**src/rtl/spi_eep_pkg.sv**
```systemverilog
package spi_eep_pkg;
  localparam int OP_W = 8;
  localparam logic [7:0] OP_RDSTAT = 8'h05;
  localparam logic [7:0] OP_WRSTAT = 8'h01;
  localparam logic [7:0] ARM_MASK  = 8'hF7;
  localparam logic [7:0] OP_ARM    = 8'h06;
  localparam logic [7:0] OP_DISARM = 8'h04;

  localparam int ST_PEN  = 7;
  localparam int ST_BPHI = 3;
  localparam int ST_BPLO = 2;
  localparam int ST_WEL  = 1;
  localparam int ST_BSY  = 0;

  typedef enum logic [2:0] {
    CMD_NONE, CMD_ARM, CMD_DISARM, CMD_RDSTAT, CMD_WRSTAT
  } cmd_e;

  function automatic cmd_e decode_op(input logic [7:0] op);
    if ((op & ARM_MASK) == OP_ARM)         return CMD_ARM;
    else if ((op & ARM_MASK) == OP_DISARM) return CMD_DISARM;
    else if (op == OP_RDSTAT)              return CMD_RDSTAT;
    else if (op == OP_WRSTAT)              return CMD_WRSTAT;
    else                                   return CMD_NONE;
  endfunction
endpackage

```
**src/rtl/spi_eep_pin_sync.sv**
```systemverilog
module spi_eep_pin_sync #(
  parameter int STAGES = 2
) (
  input  logic clk,
  input  logic rst_n,
  input  logic cs_n,
  input  logic sck,
  input  logic si,
  output logic cs_fall,
  output logic cs_rise,
  output logic sck_rise,
  output logic sck_fall,
  output logic si_lvl
);
  localparam int NPIN = 3;
  logic [NPIN-1:0] pin_raw;
  logic [NPIN-1:0] pin_s;
  logic [NPIN-1:0] pin_d;

  assign pin_raw = {si, sck, cs_n};

  genvar g;
  generate
    for (g = 0; g < NPIN; g++) begin : g_pin
      logic [STAGES-1:0] sh;
      always_ff @(posedge clk or negedge rst_n) begin
        if (!rst_n) sh <= '0;
        else        sh <= {sh[STAGES-2:0], pin_raw[g]};
      end
      assign pin_s[g] = sh[STAGES-1];
    end
  endgenerate

  always_ff @(posedge clk or negedge rst_n) begin
    if (!rst_n) pin_d <= '0;
    else        pin_d <= pin_s;
  end

  assign cs_fall  = !pin_s[0] &&  pin_d[0];
  assign cs_rise  =  pin_s[0] && !pin_d[0];
  assign sck_rise =  pin_s[1] && !pin_d[1];
  assign sck_fall = !pin_s[1] &&  pin_d[1];
  assign si_lvl   =  pin_s[2];
endmodule

```
**src/rtl/spi_eep_frame_rx.sv**
```systemverilog
module spi_eep_frame_rx #(
  parameter int FRAME_BITS = 16,
  parameter int CW = $clog2(FRAME_BITS + 2)
) (
  input  logic          clk,
  input  logic          rst_n,
  input  logic          cs_fall,
  input  logic          cs_rise,
  input  logic          sck_rise,
  input  logic          si_lvl,
  output logic          frame_act,
  output logic [7:0]    opcode,
  output logic [7:0]    payload,
  output logic [CW-1:0] bit_cnt,
  output logic          op_done,
  output logic          eof
);
  localparam logic [CW-1:0] OVER     = CW'(FRAME_BITS + 1);
  localparam logic [CW-1:0] OP_LAST  = CW'(7);
  localparam logic [CW-1:0] DAT_LAST = CW'(FRAME_BITS - 1);

  logic [7:0] sr;

  always_ff @(posedge clk or negedge rst_n) begin
    if (!rst_n) begin
      frame_act <= 1'b0;
      sr        <= '0;
      opcode    <= '0;
      payload   <= '0;
      bit_cnt   <= '0;
      op_done   <= 1'b0;
    end else begin
      op_done <= 1'b0;
      if (cs_fall) begin
        frame_act <= 1'b1;
        bit_cnt   <= '0;
      end else if (cs_rise) begin
        frame_act <= 1'b0;
      end else if (sck_rise && frame_act) begin
        sr <= {sr[6:0], si_lvl};
        if (bit_cnt != OVER) bit_cnt <= bit_cnt + 1'b1;
        if (bit_cnt == OP_LAST) begin
          opcode  <= {sr[6:0], si_lvl};
          op_done <= 1'b1;
        end
        if (bit_cnt == DAT_LAST) payload <= {sr[6:0], si_lvl};
      end
    end
  end

  assign eof = cs_rise && frame_act;
endmodule

```
**src/rtl/spi_eep_wsr_guard.sv**
```systemverilog
module spi_eep_wsr_guard (
  input  logic wel,
  input  logic pen,
  input  logic wp_n,
  input  logic busy,
  output logic grant
);
  logic hw_locked;
  assign hw_locked = pen && !wp_n;
  assign grant     = wel && !hw_locked && !busy;
endmodule

```
**src/rtl/spi_eep_wc_timer.sv**
```systemverilog
module spi_eep_wc_timer #(
  parameter int WC_CYCLES = 1000,
  parameter int TW = $clog2(WC_CYCLES + 1)
) (
  input  logic clk,
  input  logic rst_n,
  input  logic start,
  output logic busy,
  output logic done
);
  localparam logic [TW-1:0] LOAD = TW'(WC_CYCLES);
  logic [TW-1:0] cnt;

  always_ff @(posedge clk or negedge rst_n) begin
    if (!rst_n)          cnt <= '0;
    else if (start)      cnt <= LOAD;
    else if (cnt != '0)  cnt <= cnt - 1'b1;
  end

  assign busy = (cnt != '0);
  assign done = (cnt == TW'(1)) && !start;
endmodule

```
**src/rtl/spi_eep_status_engine.sv**
```systemverilog
module spi_eep_status_engine
  import spi_eep_pkg::*;
#(
  parameter int         WC_CYCLES  = 100000,
  parameter logic [7:0] NV_INIT    = 8'h00,
  parameter int         SYNC_STAGES = 2,
  parameter int         FRAME_BITS = 16
) (
  input  logic       clk,
  input  logic       rst_n,
  input  logic       cs_n,
  input  logic       sck,
  input  logic       si,
  input  logic       wp_n,
  output logic       so,
  output logic       so_oe,
  output logic       wp_en,
  output logic [1:0] blk_prot,
  output logic       busy
);
  localparam int CW = $clog2(FRAME_BITS + 2);
  localparam logic [CW-1:0] CNT_OP  = CW'(OP_W);
  localparam logic [CW-1:0] CNT_WRS = CW'(FRAME_BITS);

  logic cs_fall, cs_rise, sck_rise, sck_fall, si_lvl;
  logic frame_act, op_done, eof;
  logic [7:0] opcode, payload;
  logic [CW-1:0] bit_cnt;
  logic wel_q, pen_q;
  logic [1:0] bp_q;
  logic grant, tmr_busy, tmr_done, wc_start;
  logic rd_mode;
  logic [7:0] out_sr;
  logic so_q;
  logic [7:0] stat_view;
  cmd_e end_cmd;

  spi_eep_pin_sync #(.STAGES(SYNC_STAGES)) u_sync (
    .clk(clk), .rst_n(rst_n), .cs_n(cs_n), .sck(sck), .si(si),
    .cs_fall(cs_fall), .cs_rise(cs_rise), .sck_rise(sck_rise),
    .sck_fall(sck_fall), .si_lvl(si_lvl)
  );

  spi_eep_frame_rx #(.FRAME_BITS(FRAME_BITS)) u_rx (
    .clk(clk), .rst_n(rst_n), .cs_fall(cs_fall), .cs_rise(cs_rise),
    .sck_rise(sck_rise), .si_lvl(si_lvl), .frame_act(frame_act),
    .opcode(opcode), .payload(payload), .bit_cnt(bit_cnt),
    .op_done(op_done), .eof(eof)
  );

  spi_eep_wsr_guard u_guard (
    .wel(wel_q), .pen(pen_q), .wp_n(wp_n), .busy(tmr_busy), .grant(grant)
  );

  spi_eep_wc_timer #(.WC_CYCLES(WC_CYCLES)) u_tmr (
    .clk(clk), .rst_n(rst_n), .start(wc_start), .busy(tmr_busy), .done(tmr_done)
  );

  assign end_cmd  = decode_op(opcode);
  assign wc_start = eof && (end_cmd == CMD_WRSTAT) && (bit_cnt == CNT_WRS) && grant;

  always_comb begin
    stat_view          = '0;
    stat_view[ST_PEN]  = pen_q;
    stat_view[6:4]     = {3{tmr_busy}};
    stat_view[ST_BPHI] = bp_q[1];
    stat_view[ST_BPLO] = bp_q[0];
    stat_view[ST_WEL]  = wel_q;
    stat_view[ST_BSY]  = tmr_busy;
  end

  // status register: volatile latch and retained protection bits
  always_ff @(posedge clk or negedge rst_n) begin
    if (!rst_n) begin
      wel_q <= 1'b0;
      pen_q <= NV_INIT[ST_PEN];
      bp_q  <= {NV_INIT[ST_BPHI], NV_INIT[ST_BPLO]};
    end else begin
      if (tmr_done) wel_q <= 1'b0;
      if (eof && !tmr_busy && bit_cnt == CNT_OP) begin
        if (end_cmd == CMD_ARM)    wel_q <= 1'b1;
        if (end_cmd == CMD_DISARM) wel_q <= 1'b0;
      end
      if (wc_start) begin
        pen_q <= payload[ST_PEN];
        bp_q  <= {payload[ST_BPHI], payload[ST_BPLO]};
      end
    end
  end

  // read path: status byte rotated out on falling serial clock edges
  always_ff @(posedge clk or negedge rst_n) begin
    if (!rst_n) begin
      rd_mode <= 1'b0;
      out_sr  <= '0;
      so_q    <= 1'b0;
    end else begin
      if (cs_fall || cs_rise) begin
        rd_mode <= 1'b0;
      end else if (op_done && decode_op(opcode) == CMD_RDSTAT) begin
        rd_mode <= 1'b1;
        out_sr  <= stat_view;
      end else if (sck_fall && rd_mode) begin
        so_q   <= out_sr[7];
        out_sr <= {out_sr[6:0], out_sr[7]};
      end
    end
  end

  assign so       = so_q && so_oe;
  assign so_oe    = rd_mode && frame_act;
  assign wp_en    = pen_q;
  assign blk_prot = bp_q;
  assign busy     = tmr_busy;
endmodule

```
**config.mk**
```make
export PLATFORM = sky130hd
export DESIGN_NAME = spi_eep_status_engine
export DESIGN_NICKNAME = d
export VERILOG_FILES = /design/src/rtl/spi_eep_pkg.sv /design/src/rtl/spi_eep_pin_sync.sv /design/src/rtl/spi_eep_frame_rx.sv /design/src/rtl/spi_eep_wsr_guard.sv /design/src/rtl/spi_eep_wc_timer.sv /design/src/rtl/spi_eep_status_engine.sv
export SDC_FILE = /design/constraint.sdc
export NUM_CORES = 1
export LEC_CHECK = 0
export ABC_AREA = 1
export BUFFER_PORTS_ARGS = -buffer_cell sky130_fd_sc_hd__buf_2
export CAP_MARGIN = 20
export CORE_ASPECT_RATIO = 1.2
export CORE_MARGIN = 2
export CORE_UTILIZATION = 35
export CTS_BUF_LIST = sky130_fd_sc_hd__clkbuf_2 sky130_fd_sc_hd__clkbuf_4 sky130_fd_sc_hd__clkbuf_8
export DETAILED_ROUTE_END_ITERATION = 7
export GPL_TIMING_DRIVEN = 0
export PLACE_DENSITY = 0.47
export SETUP_SLACK_MARGIN = 0.5
export SYNTH_ARGS = -nofsm -noshare
export SYNTH_HDL_FRONTEND = slang
export SYNTH_HIERARCHICAL = 1
export SYNTH_SLANG_ARGS = --single-unit
```
**constraint.sdc**
```tcl
create_clock -name clk -period 2.8 [get_ports clk]
set_input_delay 0.56 -clock clk [delete_from_list [all_inputs] [get_ports clk]]
set_output_delay 0.56 -clock clk [all_outputs]
set_load 0.005 [all_outputs]
```
# Yosys cells after proc, flatten, opt, wreduce, memory -nomap -nowiden
# Index checks and enable logic that the tools add are counted.
[op_classes]
addsub = 2
n_eq_ne = 15
mux = 25
bitwise = 4
reduce_logical = 41
[op_table]
columns = ["op", "n"]
rows = [
  ["two-way mux 17 bit", 2],
  ["two-way mux 5 bit", 4],
  ["logical AND 1 bit", 19],
  ["== test 17 x 1 -> 1 bit, second input constant", 1],
  ["nonzero test 17 bit", 1],
  ["subtractor 17 x 1 -> 17 bit, second input constant", 1],
  ["two-way mux 8 bit", 2],
  ["two-way mux 3 bit", 5],
  ["== test 7 x 3 -> 1 bit, second input constant", 2],
  ["two-way mux 1 bit", 12],
  ["nonzero test 2 bit", 6],
  ["== test 5 x 4 -> 1 bit, second input constant", 2],
  ["AND reduction 3 bit", 3],
  ["== test 8 x 1 -> 1 bit, second input constant", 1],
  ["== test 8 x 3 -> 1 bit, second input constant", 1],
  ["logical NOT 1 bit", 8],
  ["AND reduction 4 bit", 2],
  ["== test 3 x 2 -> 1 bit, second input constant", 2],
  ["adder 5 x 1 -> 5 bit, second input constant", 1],
  ["== test 5 x 3 -> 1 bit, second input constant", 1],
  ["== test 5 bit, second input constant", 1],
  ["inequality test 5 bit, second input constant", 1],
  ["inverter 1 bit", 4],
  ["== test 3 x 1 -> 1 bit, second input constant", 1],
  ["4 further kinds", 4],
]
[totals]
reg_bits = 69
input_bits = 6
out_inout_bits = 6

# Logic depth before layout (Yosys ltp)
# Gate-level depths: netlist of run 1.
[depth]
depth_word = 15
ltp_mapped = 19
ltp_nobuf = 18

# Modules after synthesis
# The synthesis of run 1 kept the hierarchy.
[modules_own_cells]
columns = ["mod", "instances", "cells_per_inst", "area_per_inst_um2"]
rows = [
  ["spi_eep_frame_rx", 1, 137, 1336.3],
  ["spi_eep_wc_timer", 1, 151, 1062.3],
  ["spi_eep_status_engine", 1, 128, 897.1],
  ["spi_eep_pin_sync", 1, 16, 230.2],
  ["spi_eep_wsr_guard", 1, 5, 18.8],
]

# Least setup slack after synthesis of run 1
# No wires, ideal clock.
[synth_timing]
kind = "register to register"
from = "reg u_tmr.cnt[0]"
to = "reg u_tmr.cnt[1]"
arrival_time_ps = 2227
required_time_ps = 2682
setup_slack_ps = 455
path_stages_with_launch = 18
n_path_buf = 2
path_cell_list = "dfrtp_1 -> inv_1 -> ha_1 -> nand2_2 -> nor2_4 -> nand3_4 -> buf_6 -> clkinv_1 -> nand2_1 -> nor2_1 -> nand3b_1 -> nor2_1 -> nand3_1 -> inv_2 -> inv_1 -> buf_1 -> nand3b_1 -> nand2_1"
[synth_via]
elab_chain_cells = 5
elab_cells_between_ends = 8
classes_between = "add/sub: 1; mux: 2; reduce/logical: 5"
[synth_lines]
columns = ["element", "line", "text"]
rows = [
  ["start, declared", "spi_eep_wc_timer.sv:12", "logic [TW-1:0] cnt;"],
  ["start signal, assigned", "spi_eep_wc_timer.sv:17", "else if (cnt != '0) cnt <= cnt - 1'b1;"],
  ["nonzero test 17 bit *", "spi_eep_wc_timer.sv:20", "assign busy = (cnt != '0);"],
  ["named net busy", "spi_eep_status_engine.sv:19", "output logic busy"],
  ["logical NOT 1 bit *", "spi_eep_wsr_guard.sv:10", "assign grant = wel && !hw_locked && !busy;"],
  ["logical AND 1 bit *", "spi_eep_wsr_guard.sv:10", ""],
  ["named net grant", "spi_eep_status_engine.sv:31", "logic grant, tmr_busy, tmr_done, wc_start;"],
  ["logical AND 1 bit *", "spi_eep_status_engine.sv:60", "assign wc_start = eof && (end_cmd == CMD_WRSTAT) && (bit_cnt == CNT_WRS) && grant;"],
  ["named net wc_start", "spi_eep_status_engine.sv:31", ""],
  ["two-way mux 17 bit / nonzero test 2 bit (equally long branches)", "--", ""],
]
# Mark *: on every way through the listed nets, which the timed path passes. The rest lies on a longest branch. The select of a mux whose other input is x is not followed.
# A chain may end at the register's enable or synchronous reset.

# Worst setup path in the final report of run 1
[layout_timing]
from = "reg u_tmr.cnt[1]"
to = "out busy"
[layout_via]
elab_chain_cells = 1
[layout_lines]
columns = ["element", "line"]
rows = [
  ["nonzero test 17 bit", "spi_eep_wc_timer.sv:20"],
  ["end, declared", "spi_eep_status_engine.sv:19"],
]
# No other way between the ends.

==> results of run 1 <==
[metal layers]
layer / GRT usage, % / up-vias / routed length (um)
li1: - / 1411 / -
met1: 18.82 / 1315 / 3354
met2: 27.19 / 25 / 3882
met3: 2.651 / 11 / 115
met4: 7.451 / 0 / 134
met5: 0 / - / 0
[worst paths after layout]
kind | to | slack, ns | cells past startpoint
setup reg to reg | wel_q | 0.56 | 19
max in group asynchronous | u_tmr/cnt[4] | 1.90 | 1
hold reg to reg | u_sync/g_pin[2].sh[1] | 0.35 | 0
hold / removal | u_tmr/cnt[8] | 0.32 | 1
setup / recovery | busy | 0.55 | 8
min in group clk | u_sync/g_pin[1].sh[0] | 0.32 | 1
[repair_timing]
| item | 4_1_cts | 5_1_grt |
|---|---|---|
| pin swaps | 6 | 12 |
| endpoints found under the setup margin | 22 | 17 |
| gates cloned | 0 | 0 |
| gates resized for setup | 16 | 16 |
| buffers inserted | 14 | 13 |
[layout make-up]
class	count	area [um^2]
Buffer	7	62.56
Clock buffer	9	123.9
Clock inverter	5	50.05
Fill cell	955	5364
Inverter	59	229.0
Multi-Input combinational cell	292	1567
Sequential cell	64	1604
Tap cell	123	153.9
Timing Repair Buffer	38	264.0
[metrics by stage]
step           power (mW)  hold WS (ns)
5_1_grt             1.992        0.3011
4_1_cts             1.928        0.2993
2_1_floorplan       1.114        0.2644
3_3_place_gp        1.165        0.3318
3_5_place_dp        1.167        0.3389
6_report            1.891        0.3200
[registers in the layout (all words and copies together), names as in the netlist]
signal / cells
so_q: 1
u_tmr/cnt: 17
u_rx/opcode: 8
u_rx/sr: 7
u_rx/bit_cnt: 5
wel_q: 1
blk_prot: 2
u_rx/frame_act: 1
u_sync/pin_d: 2
u_sync/g_pin.sh: 6
wp_en: 1
u_rx/payload: 3
u_rx/op_done: 1
rd_mode: 1
out_sr: 8
[power groups by stage]
stage	Clock, mW	Sequential (mW)	Combinational, mW
finish	0.745	1.01	0.138
CTS	0.778	1.01	0.142
global placement	0	1.02	0.140
global route	0.814	1.01	0.163
detailed placement	0	1.03	0.141
floorplan	0	1.02	0.0960
==> results.md, run 1 <==
- The run finished with clean final reports.
- The commonest non-fill, non-tap cell in the layout is nand2_1.
- Detailed placement ended at an HPWL of 4.925 mm.
- The net switching share of the total power is 25.60%.
- TritonCTS created 9 clock buffers.
- Dividing the detail-routed via count by the number of cells gives 4.626.
- Yosys printed 6 warnings.
- The global-route total usage across every layer is about 16%.
- Summing all placed instances gives a cell area of approximately 3600 um^2.
- The initial core utilization is 35.65%.
- The slowest cell on the critical path is dfrtp_1.
- Tracing the worst setup path back leads to its startpoint at u_tmr/cnt[1].
- After the first detailed-routing iteration, the DRC count stood at 67.
- Clock latency on the worst-skew pair, taken at its later pin, is 0.34 ns.
- The post-route DRC violation count is 0.
- The die is ~93 um wide.
- 0 antenna diodes ended up in the layout.
- Summing over every cut layer, the via total after detailed routing is around 2800.
- The via count of the first global-routing pass is roughly 2700.
- The kind of cell with the highest combined delay along the critical path is buffers and inverters.
- Combinational cells account for under 10% of the total power.
- The worst setup path is launched from a flop.
- The part of the total power dissipated in the clock network is 39.4%.
- The largest net degree at the start of global routing is 65.
- The TritonCTS clock tree is yes.
- The critical path buffer and inverter count is 4.
- The clock period minus final worst setup slack is about 2.3 ns.
- The number of I/O pins is 12.
- The data arrival time of the critical path is 1.69 ns.
- CTS saw between 60 and 70 sinks.
- In this run the worst hold path is classified as in2async.
- After clock tree synthesis, the clock-pin slew on the worst setup and hold paths is 0.07 ns.
- Before antenna repair, the detailed router went through 4 iterations.
- The number of H-tree levels is 3.
- Setup repair after global routing could not meet its margin everywhere.
- Dividing the detail-routed wire length by the instance count gives between 10 and 15 um.
- In this run the power spent charging and discharging nets is a little under 0.5 mW.
- STA classifies the critical path endpoint as an output pin.
- The number of nets handed over by synthesis was roughly 430.
- Summed over all cells, the static leakage comes to ~2 nW.
- Routability-driven placement finished with a final weighted congestion of between 0.7 and 0.8.
- The number of hold violations in the final report is 0.
- The share of cells above drive strength 1 is between 20% and 30%.
- The mean area per synthesized cell is roughly 8.0 um^2.
- The cell count after placement is 556.
- Cells fill a little over two fifths of the core in the end.
- Of the total power, registers draw 53.3%.
- The initial antenna violation count is 0.
- The internal power consumption is 1.407 mW.
- The longest individual stage delay on the worst path is 0.40 ns.
- The layout overhead on the synthesized area is 20.76%.
- In the layout the commonest cells are 124 x nand2_1, 62 x dfrtp_1, 50 x inv_1, 47 x nor2_1, 37 x nand3_1.
- The count of max-cap constraint violations is 0.
- For this run the aggregate overflow at the end of global routing stands at 0.
- The wire length of the first global-routing pass is 12.76 mm.
- The die is around 110 um tall.
- The maximum vdd ir drop is ~250 uV.
- The number of buffers inserted by port buffering is 11.
- The cell area after technology mapping is between 3000 and 4000 um^2.
- The highest fanout seen on the critical path is 5.
- Of the available clock period, the critical path in the final layout requires between 80% and 90%.
- The required time of the critical path is approximately 2.2 ns.
- The final number of max-transition violations is 0.
- The number of standard cells in the layout, taps in and fillers out is 597.
- The timing-limited maximum frequency is around 0.44 GHz.
- The number of nets in the layout is 482.
- The floorplan core area is between 9000 and 10000 um^2.
- The cell at the root of the clock tree is clkbuf_8.
- Power spread over the standard cell area amounts to 466.5 nW/um^2.
- The count of nets left with antenna violations once routing finished came out at 0.
- The cell area after layout is 4054 um^2.
- Setup violations remaining at the end of the flow were counted as 0.
- The pin slew with the least headroom to its limit is 0.8501 ns.
- Synthesis produced around 420 cells.
- In this run the tightest slew margin relative to its limit is 43.33%.
- The count of hold-fix buffers inserted at cts is 0.
- The worst setup path is of the reg2out kind.
- In this run the core area contains 39 standard-cell rows.
- The reg-to-reg startpoint is u_tmr/cnt[1].
- The critical path goes through inv_2 -> ha_4 -> nand2_4 -> nor2_4 -> nand3_4 -> buf_12 -> buf_4 -> buf_2.
- The largest clock skew in the final design is 0.01025 ns.
- The worst setup timing slack at the placement stage is -0.08546 ns.
- The overall routed net length is 7.487 mm.
- After layout, the worst setup slack is between 0.5 and 0.6 ns.
- For the final routed database, the setup TNS stands at 0 ns.
- The die covers about 10000 um^2.
- The clock passes through at most 2 buffers.
Note: power is estimated with default switching activity, not from simulation.
==> run 2: changes to the inputs <==
==> constraint.sdc (replaced) <==
create_clock -name clk -period 2.1 [get_ports clk]
set_input_delay 0.42 -clock clk [delete_from_list [all_inputs] [get_ports clk]]
set_output_delay 0.42 -clock clk [all_outputs]
set_load 0.005 [all_outputs]
==> run 2 against run 1 <==
Compared with the run above:
- the flow now finishes with violations (negative setup slack)
- flip-flop and latch count unchanged
- die area unchanged
- global-route usage up 0.70 points
- register-to-register slack worse by 0.60 ns
- critical endpoint is now wel_q
- non-clock buffer count up 10
- first-iteration DRC count up 82%
- worst setup slack worse by 0.58 ns
- hold slack worse by 0.15 ns
- combinational power up 39%
==> results.md, run 2 (same netlist as run 1, synthesis figures left out) <==
- The leakage power of the design is 2.100 nW (+2.2%).
- The total setup violations reported at the end of the flow came to 2 (+2).
- The worst setup timing slack at the placement stage came to -0.4984 ns (-0.4130 ns).
- The final critical path takes up 101.8% of the cycle.
- The pin slew with the least headroom to its limit was 0.8491 ns (-0.001022 ns).
- The slowest cell on the critical path is dfrtp_1.
- The cell that appears most often on the critical path is nor2_2.
- The number of buffers inserted by port buffering is 11 (unchanged).
- In the layout the commonest cells are 123 x nand2_1, 64 x dfrtp_1, 50 x inv_1, 41 x nor2_1.
- The count of routing violations after the opening detailed-route iteration was 122 (+82%).
- The worst path in the final design needs a cycle of around 2.1 ns, including I/O delays and setup.
- The count of hold-fix buffers inserted at cts was 0 (unchanged).
- STA classifies the critical path startpoint as a flop.
- The clock-pin slew on the worst setup and hold paths is 0.08 ns (about the same).
- The number of H-tree levels came to 3 (unchanged).
- The number of nets in the layout is 492 (+2.1%).
- The flow ran to the end, but the final reports show violations.
- The horizontal extent of the die is 93.40 um (unchanged).
- On the critical path the largest part of the delay comes from simple AND/OR/NAND/NOR gates.
- The multi-input combinational cell area came to 1598 um^2 (+2.0%).
- The cell at the root of the clock tree is clkbuf_8.
- The core utilization of the finished layout is 44.47% (+1.4 points).
- The number of hold violations in the final report is 0 (unchanged).
- The cell count after placement was 556 (unchanged).
- The register-to-register setup slack is -0.04 ns (-0.60 ns).
- The via count of the first global-routing pass came to 2812 (+3.2%).
- The count of standard-cell rows is 39 (unchanged).
- The count of max-cap constraint violations is 0 (unchanged).
- The floorplan core area was 9418 um^2 (unchanged).
- The maximum vdd ir drop is 409.6 uV (+63%).
- The die boundary height is 111.3 um (unchanged).
- The post-route DRC violation count is 0 (unchanged).
- The data arrival time of the critical path is 2.42 ns (+0.73 ns).
- The cell count of the worst reg-to-reg path is 18 (-1).
- The reg-to-reg startpoint is u_tmr/cnt[7].
- The total grt overflow was 0 (unchanged).
- The number of clock sinks is 64 (unchanged).
- The least setup slack across all paths after layout came to -0.03689 ns (-0.5834 ns).
- Derived from the worst setup path, the maximum achievable clock frequency is between 0.4 and 0.5 GHz.
- The largest register by flop count is u_tmr/cnt.
- The layout overhead on the synthesized area is 24.75%.
- The ratio of total power to cell area was 599.6 nW/um^2 (+29%).
- Walking the worst path, the cells encountered are nor2_2 -> nand2_2 -> nor2_4 -> nand3_4 -> buf_12 -> clkinv_4 -> nand2_4 -> nor2_2 -> nand3b_1 -> nor2_2 -> nand3_2 -> inv_4 -> inv_6 -> nand4_1 -> nor4_2 -> nor2_1 -> o21ai_1 -> nand2_1.
- The half-perimeter wire length after placement is 4.899 mm (-0.51%).
- The number of flip-flops under the largest register name is 17 (unchanged).
- The routed via count divided by cell count is 4.589 (-0.81%).
- The tightest hold margin is 0.1742 ns (-0.1458 ns).
- The checks that failed: negative setup slack.
- The standard cell area after detailed placement is 3605 um^2 (+0.98%).
- The largest clock skew in the final design was 0.01082 ns (+0.0005672 ns).
- The cell area after layout is 4188 um^2 (+3.3%).
- The detailed-router iteration count before antenna repair is 4 (unchanged).
- The number of standard cells in the layout, taps in and fillers out was 608 (+1.8%).
- The insertion delay of the later-clocked pin in the worst-skew pair is 0.35 ns (about the same).
- The register area was 1602 um^2 (-0.16%).
- The worst max-slew margin expressed relative to the limit was 43.39% (+0.068 points).
- The longest individual stage delay on the worst path is 0.42 ns (+0.02 ns).
- The antenna diode instance count came to 0 (unchanged).
- The critical path buffer and inverter count is 4 (unchanged).
- The number of fillers in the final layout is 969 (+1.5%).
- The type of the most critical hold path is in2async.
- The critical path in this run is classified as reg2reg.
- Setup repair after global routing could not meet its margin everywhere.
- The largest registers in the layout are u_tmr/cnt x17, out_sr x8, u_rx/opcode x8.
- The share of cells above drive strength 1 is 27.84% (+3.2 points).
- The endpoint identified for the worst register-to-register timing path is wel_q.
- The total power consumption of the routed design is 2.511 mW (+33%).
- The count of antenna-violating nets left after detailed routing is 0 (unchanged).
- The die outline area is 10390 um^2 (unchanged).
- The initial core utilization was 35.65% (unchanged).
- The initial antenna violation count was 0 (unchanged).
- The clock buffer count from CTS is 9 (unchanged).
- The overall routed net length is 7.734 mm (+3.3%).
- The largest net degree at the start of global routing is 65 (unchanged).
- The number of I/O pins is 12 (unchanged).
- The via count is 2790 (+1.0%).
- The sum of negative setup slack is -0.04841 ns (-0.04841 ns).
- The number of buffers between clock root and the deepest sink is 2 (unchanged).
- The commonest non-fill, non-tap cell in the layout is nand2_1.
- The highest fanout seen on the critical path is 3 (-2).
- The TritonCTS clock tree is yes.
- The weighted congestion reported at the end of routability-driven placement is 0.8082 (+3.3%).
- The required time of the critical path is 2.38 ns (+0.14 ns).
- The final number of max-transition violations was 0 (unchanged).
- The wire length of the first global-routing pass was 13.24 mm (+3.8%).
- The global-route total usage across every layer is 16.47% (+0.70 points).
- STA classifies the critical path endpoint as a flop.
- The wire length per cell after detailed routing is 12.72 um (+1.4%).
## run 2: metal layers
metal  GRT usage (%)  wire (um)  share of wire [%]  up-vias
li1                -          -                  -     1441
met1           19.45       3383                 44     1301
met2           27.82       3949                 51       35
met3           3.603        208                2.7       13
met4           8.235        192                2.5        0
met5               0          0                  0        -
## run 2: layout make-up
cell class	count	share of cell area [%]
Inverter	59	5.587
Clock inverter	3	0.4183
Tap cell	123	3.675
Sequential cell	64	38.24
Timing Repair Buffer	48	8.485
Buffer	7	1.643
Clock buffer	12	3.794
Multi-Input combinational cell	292	38.15
## run 2: repair_timing
| action | in CTS | in global routing |
|---|---|---|
| endpoints found under the setup margin | 51 | 46 |
| endpoints found under the hold margin | 0 | 0 |
| setup buffers | 22 | 14 |
| pin swaps | 14 | 18 |
| cloned | 1 | 0 |
| resized for setup | 25 | 11 |
## run 2: worst max path at each step
| stage | slack, ns | start | end | cells after the start |
|---|---|---|---|---|
| after global routing | -0.18 | u_tmr/cnt[10] | wel_q | 18 |
| final | -0.04 | u_tmr/cnt[7] | wel_q | 18 |
| after floorplan | 0.03 | u_tmr/cnt[4] | u_tmr/cnt[1] | 16 |
| after global placement | -0.47 | u_tmr/cnt[0] | wel_q | 19 |
| after CTS | -0.11 | u_tmr/cnt[0] | wel_q | 19 |
| after detailed placement | -0.50 | u_tmr/cnt[0] | wel_q | 19 |
## run 2: report_power, final
part / switching, mW / total (mW) / internal, mW
clock: 0.476 / 0.971 / 0.496
combinational: 0.131 / 0.192 / 0.0609
sequential: 0.0536 / 1.35 / 1.29
total: 0.660 / 2.51 / 1.85
==> run 3: changes to the inputs <==
--- a/config.mk
+++ b/config.mk
@@ -15,7 +15,6 @@
 export DETAILED_ROUTE_END_ITERATION = 7
 export GPL_TIMING_DRIVEN = 0
 export PLACE_DENSITY = 0.47
-export SETUP_SLACK_MARGIN = 0.5
 export SYNTH_ARGS = -nofsm -noshare
 export SYNTH_HDL_FRONTEND = slang
 export SYNTH_HIERARCHICAL = 1
==> run 3 against run 2 <==
Compared with the run above:
- the run still ends with negative setup slack left
- highest routed layer unchanged
- non-clock buffer count fell by 12
- cell count fell by 1.8%
- clock skew fell by 0.0018 ns
==> results.md, run 3 (same netlist as run 1, synthesis figures left out) <==
- The wire length per cell after detailed routing is 12.47 um (-1.9%).
- The total grt overflow is 0 (unchanged).
- The largest net degree at the start of global routing was 65 (unchanged).
- The largest register by flop count is u_tmr/cnt.
- The worst setup path is of the reg2out kind.
- The number of nets in the layout is 480 (-2.4%).
- The maximum vdd ir drop was 451.2 uV (+10%).
- The final period utilization is 102.2% (+0.42 points).
- The tightest hold margin was 0.1532 ns (-0.02095 ns).
- The post-route DRC violation count is 0 (unchanged).
- Setup repair after global routing could not meet its margin everywhere.
- The endpoint identified for the worst register-to-register timing path is wel_q.
- The global-route total usage across every layer is 15.77% (-0.70 points).
- The longest individual stage delay on the worst path is 0.43 ns (about the same).
- The weighted congestion reported at the end of routability-driven placement was 0.8001 (-1.0%).
- The horizontal extent of the die is 93.40 um (unchanged).
- The pin slew with the least headroom to its limit came to 0.8427 ns (-0.006427 ns).
- The number of fillers in the final layout came to 962 (-0.72%).
- The required time of the critical path came to 1.68 ns (-0.70 ns).
- The count of antenna-violating nets left after detailed routing is 0 (unchanged).
- The critical path depth is 7 (-11).
- The critical path starts at u_tmr/cnt[11].
- The count of max-cap constraint violations is 0 (unchanged).
- The clock-pin slew on the worst setup and hold paths is 0.07 ns (about the same).
- The largest clock skew in the final design is 0.008980 ns (-0.001838 ns).
- The routed via count divided by cell count is 4.673 (+1.8%).
- The number of H-tree levels was 3 (unchanged).
- The number of clock sinks came to 64 (unchanged).
- The insertion delay of the later-clocked pin in the worst-skew pair came to 0.34 ns (about the same).
- The critical path buffer and inverter count came to 3 (-1).
- The layout overhead on the synthesized area is 22.55%.
- The die boundary height is 111.3 um (unchanged).
- The number of I/O pins is 12 (unchanged).
- The clock period minus final worst setup slack is 2.146 ns (+0.008716 ns).
- The data arrival time of the critical path is 1.73 ns (-0.69 ns).
- The die outline area was 10390 um^2 (unchanged).
- The worst setup path is launched from a flop.
- The via count of the first global-routing pass is 2696 (-4.1%).
- The number of flip-flops under the largest register name came to 17 (unchanged).
- The initial core utilization is 35.65% (unchanged).
- The wire length of the first global-routing pass is 12.72 mm (-3.9%).
- The worst max-slew margin expressed relative to the limit came to 43.82% (+0.43 points).
- The number of buffers between clock root and the deepest sink is 2 (unchanged).
- The register-to-register setup slack is 0.01 ns (+0.05 ns).
- The final number of max-transition violations is 0 (unchanged).
- The count of standard-cell rows was 39 (unchanged).
- The highest fanout seen on the critical path is 4 (+1).
- The clock buffer count from CTS came to 9 (unchanged).
- Walking the worst path, the cells encountered are nor2_2 -> nand2_2 -> nor2_4 -> nand3_4 -> buf_4 -> buf_12 -> buf_2.
- In the final layout, the registers with the most flip-flops are u_tmr/cnt x17, out_sr x8, u_rx/opcode x8.
- The detailed-router iteration count before antenna repair is 4 (unchanged).
- The via count is 2790 (unchanged).
- The overall routed net length is 7.446 mm (-3.7%).
- The timing-limited maximum frequency was 0.4661 GHz (-0.41%).
- The floorplan core area came to 9418 um^2 (unchanged).
- The family with the most delay on the worst path is simple AND/OR/NAND/NOR gates.
- The number of hold violations in the final report is 0 (unchanged).
- The leakage power of the design came to 2.073 nW (-1.3%).
- The initial antenna violation count is 0 (unchanged).
- TritonCTS built the clock tree.
- The checks that failed: negative setup slack.
- The half-perimeter wire length after placement is 4.909 mm (+0.19%).
- The ratio of total power to cell area is 647.8 nW/um^2 (+8.0%).
- The total setup violations reported at the end of the flow is 1 (-1).
- The tree is rooted in a clkbuf_8.
- The capturing instance or port of the critical path is busy.
- The least setup slack across all paths after layout is -0.04561 ns (-0.008716 ns).
- Leaving out fill and tap cells, the most frequent cell in the layout is nand2_1.
- The cell count of the worst reg-to-reg path came to 17 (-1).
- The worst setup path is captured at an output pin.
- The number of buffers inserted by port buffering came to 11 (unchanged).
- In the layout the commonest cells are 124 x nand2_1, 64 x dfrtp_1, 50 x inv_1, 42 x nor2_1, 37 x nand3_1.
- The tightest min-delay check is of the in2async type.
- The share of cells above drive strength 1 is 25.32% (-2.5 points).
- The antenna diode instance count is 0 (unchanged).
- The count of routing violations after the opening detailed-route iteration came to 138 (+13%).
- The total power consumption of the routed design came to 2.665 mW (+6.1%).
- The run finished, with violations left.
- The reg-to-reg startpoint is u_tmr/cnt[11].
- The slowest cell on the critical path is dfrtp_1.
==> run 3: stage by stage <==
stage	worst slack (ns)	instance area, um^2	TNS, ns	util, %	instances
after global placement	-0.5628	3593	-5.698	38.16	556
after CTS	-0.1099	4000	-0.2272	42.47	589
after detailed placement	-0.5802	3596	-5.837	38.18	556
final	-0.04561	4114	-0.04561	43.68	597
after floorplan	0.006903	3385	0	-	422
after global routing	-0.1852	4114	-1.328	43.68	597
==> run 3: cell type report <==
type | count | area (um^2) | share of cell area (%)
plain buffers | 6 | 48.80 | 1.186
clock buffers | 12 | 165.2 | 4.015
clock inverters | 4 | 51.30 | 1.247
inverters | 59 | 234.0 | 5.687
multi-input cells | 292 | 1569 | 38.14
flip-flops and latches | 64 | 1602 | 38.93
well taps | 123 | 153.9 | 3.741
repair buffers | 37 | 290.3 | 7.056
==> run 3: worst register-to-register path, cell delays in order, from the launching register on <==
cell      delay (ns)
dfrtp_1         0.43
nor2_2          0.16
nand2_2         0.12
nor2_4          0.15
nand3_4         0.12
clkinv_4        0.07
nand2_2         0.04
nor2_2          0.07
nand3b_1        0.09
nor2_2          0.11
nand3_2         0.11
inv_4           0.10
inv_6           0.04
nand4_1         0.15
nor4_4          0.06
nor2_1          0.10
o21ai_1         0.07
nand2_1         0.06
==> run 3: power breakdown <==
group          leakage [nW]  internal, mW  switching (mW)
Clock                 0.109         0.645           0.490
Combinational          1.16        0.0559           0.129
Sequential            0.809          1.29          0.0508
Total                  2.07          2.00           0.670
==> run 3: metal layers <==
layer,wire length [um],share of wire (%),global-route usage (%)
met5,0,0,0
met4,170,2.3,6.961
met3,185,2.5,3.535
met2,3749,50,25.90
met1,3340,45,19.65
==> run 3: what timing repair did <==
item	CTS	global route
pin swaps	12	13
hold buffers	0	0
buffers inserted	17	8
hold endpoints to repair	0	0
setup endpoints to repair	22	22
gates resized for setup	17	13
gates cloned	0	1
==> run 3: worst min path at each step <==
stage / start / slack (ns) / cells past startpoint / end
after global routing: cs_n / 0.15 / 1 / u_sync/g_pin[0].sh[0]
after detailed placement: u_sync/g_pin[0].sh[0] / 0.34 / 0 / u_sync/g_pin[0].sh[1]
final: rst_n / 0.15 / 1 / u_tmr/cnt[16]
after global placement: u_sync/g_pin[1].sh[0] / 0.33 / 0 / u_sync/g_pin[1].sh[1]
after CTS: sck / 0.15 / 1 / u_sync/g_pin[1].sh[0]
after floorplan: rst_n / 0.12 / 0 / blk_prot[0]
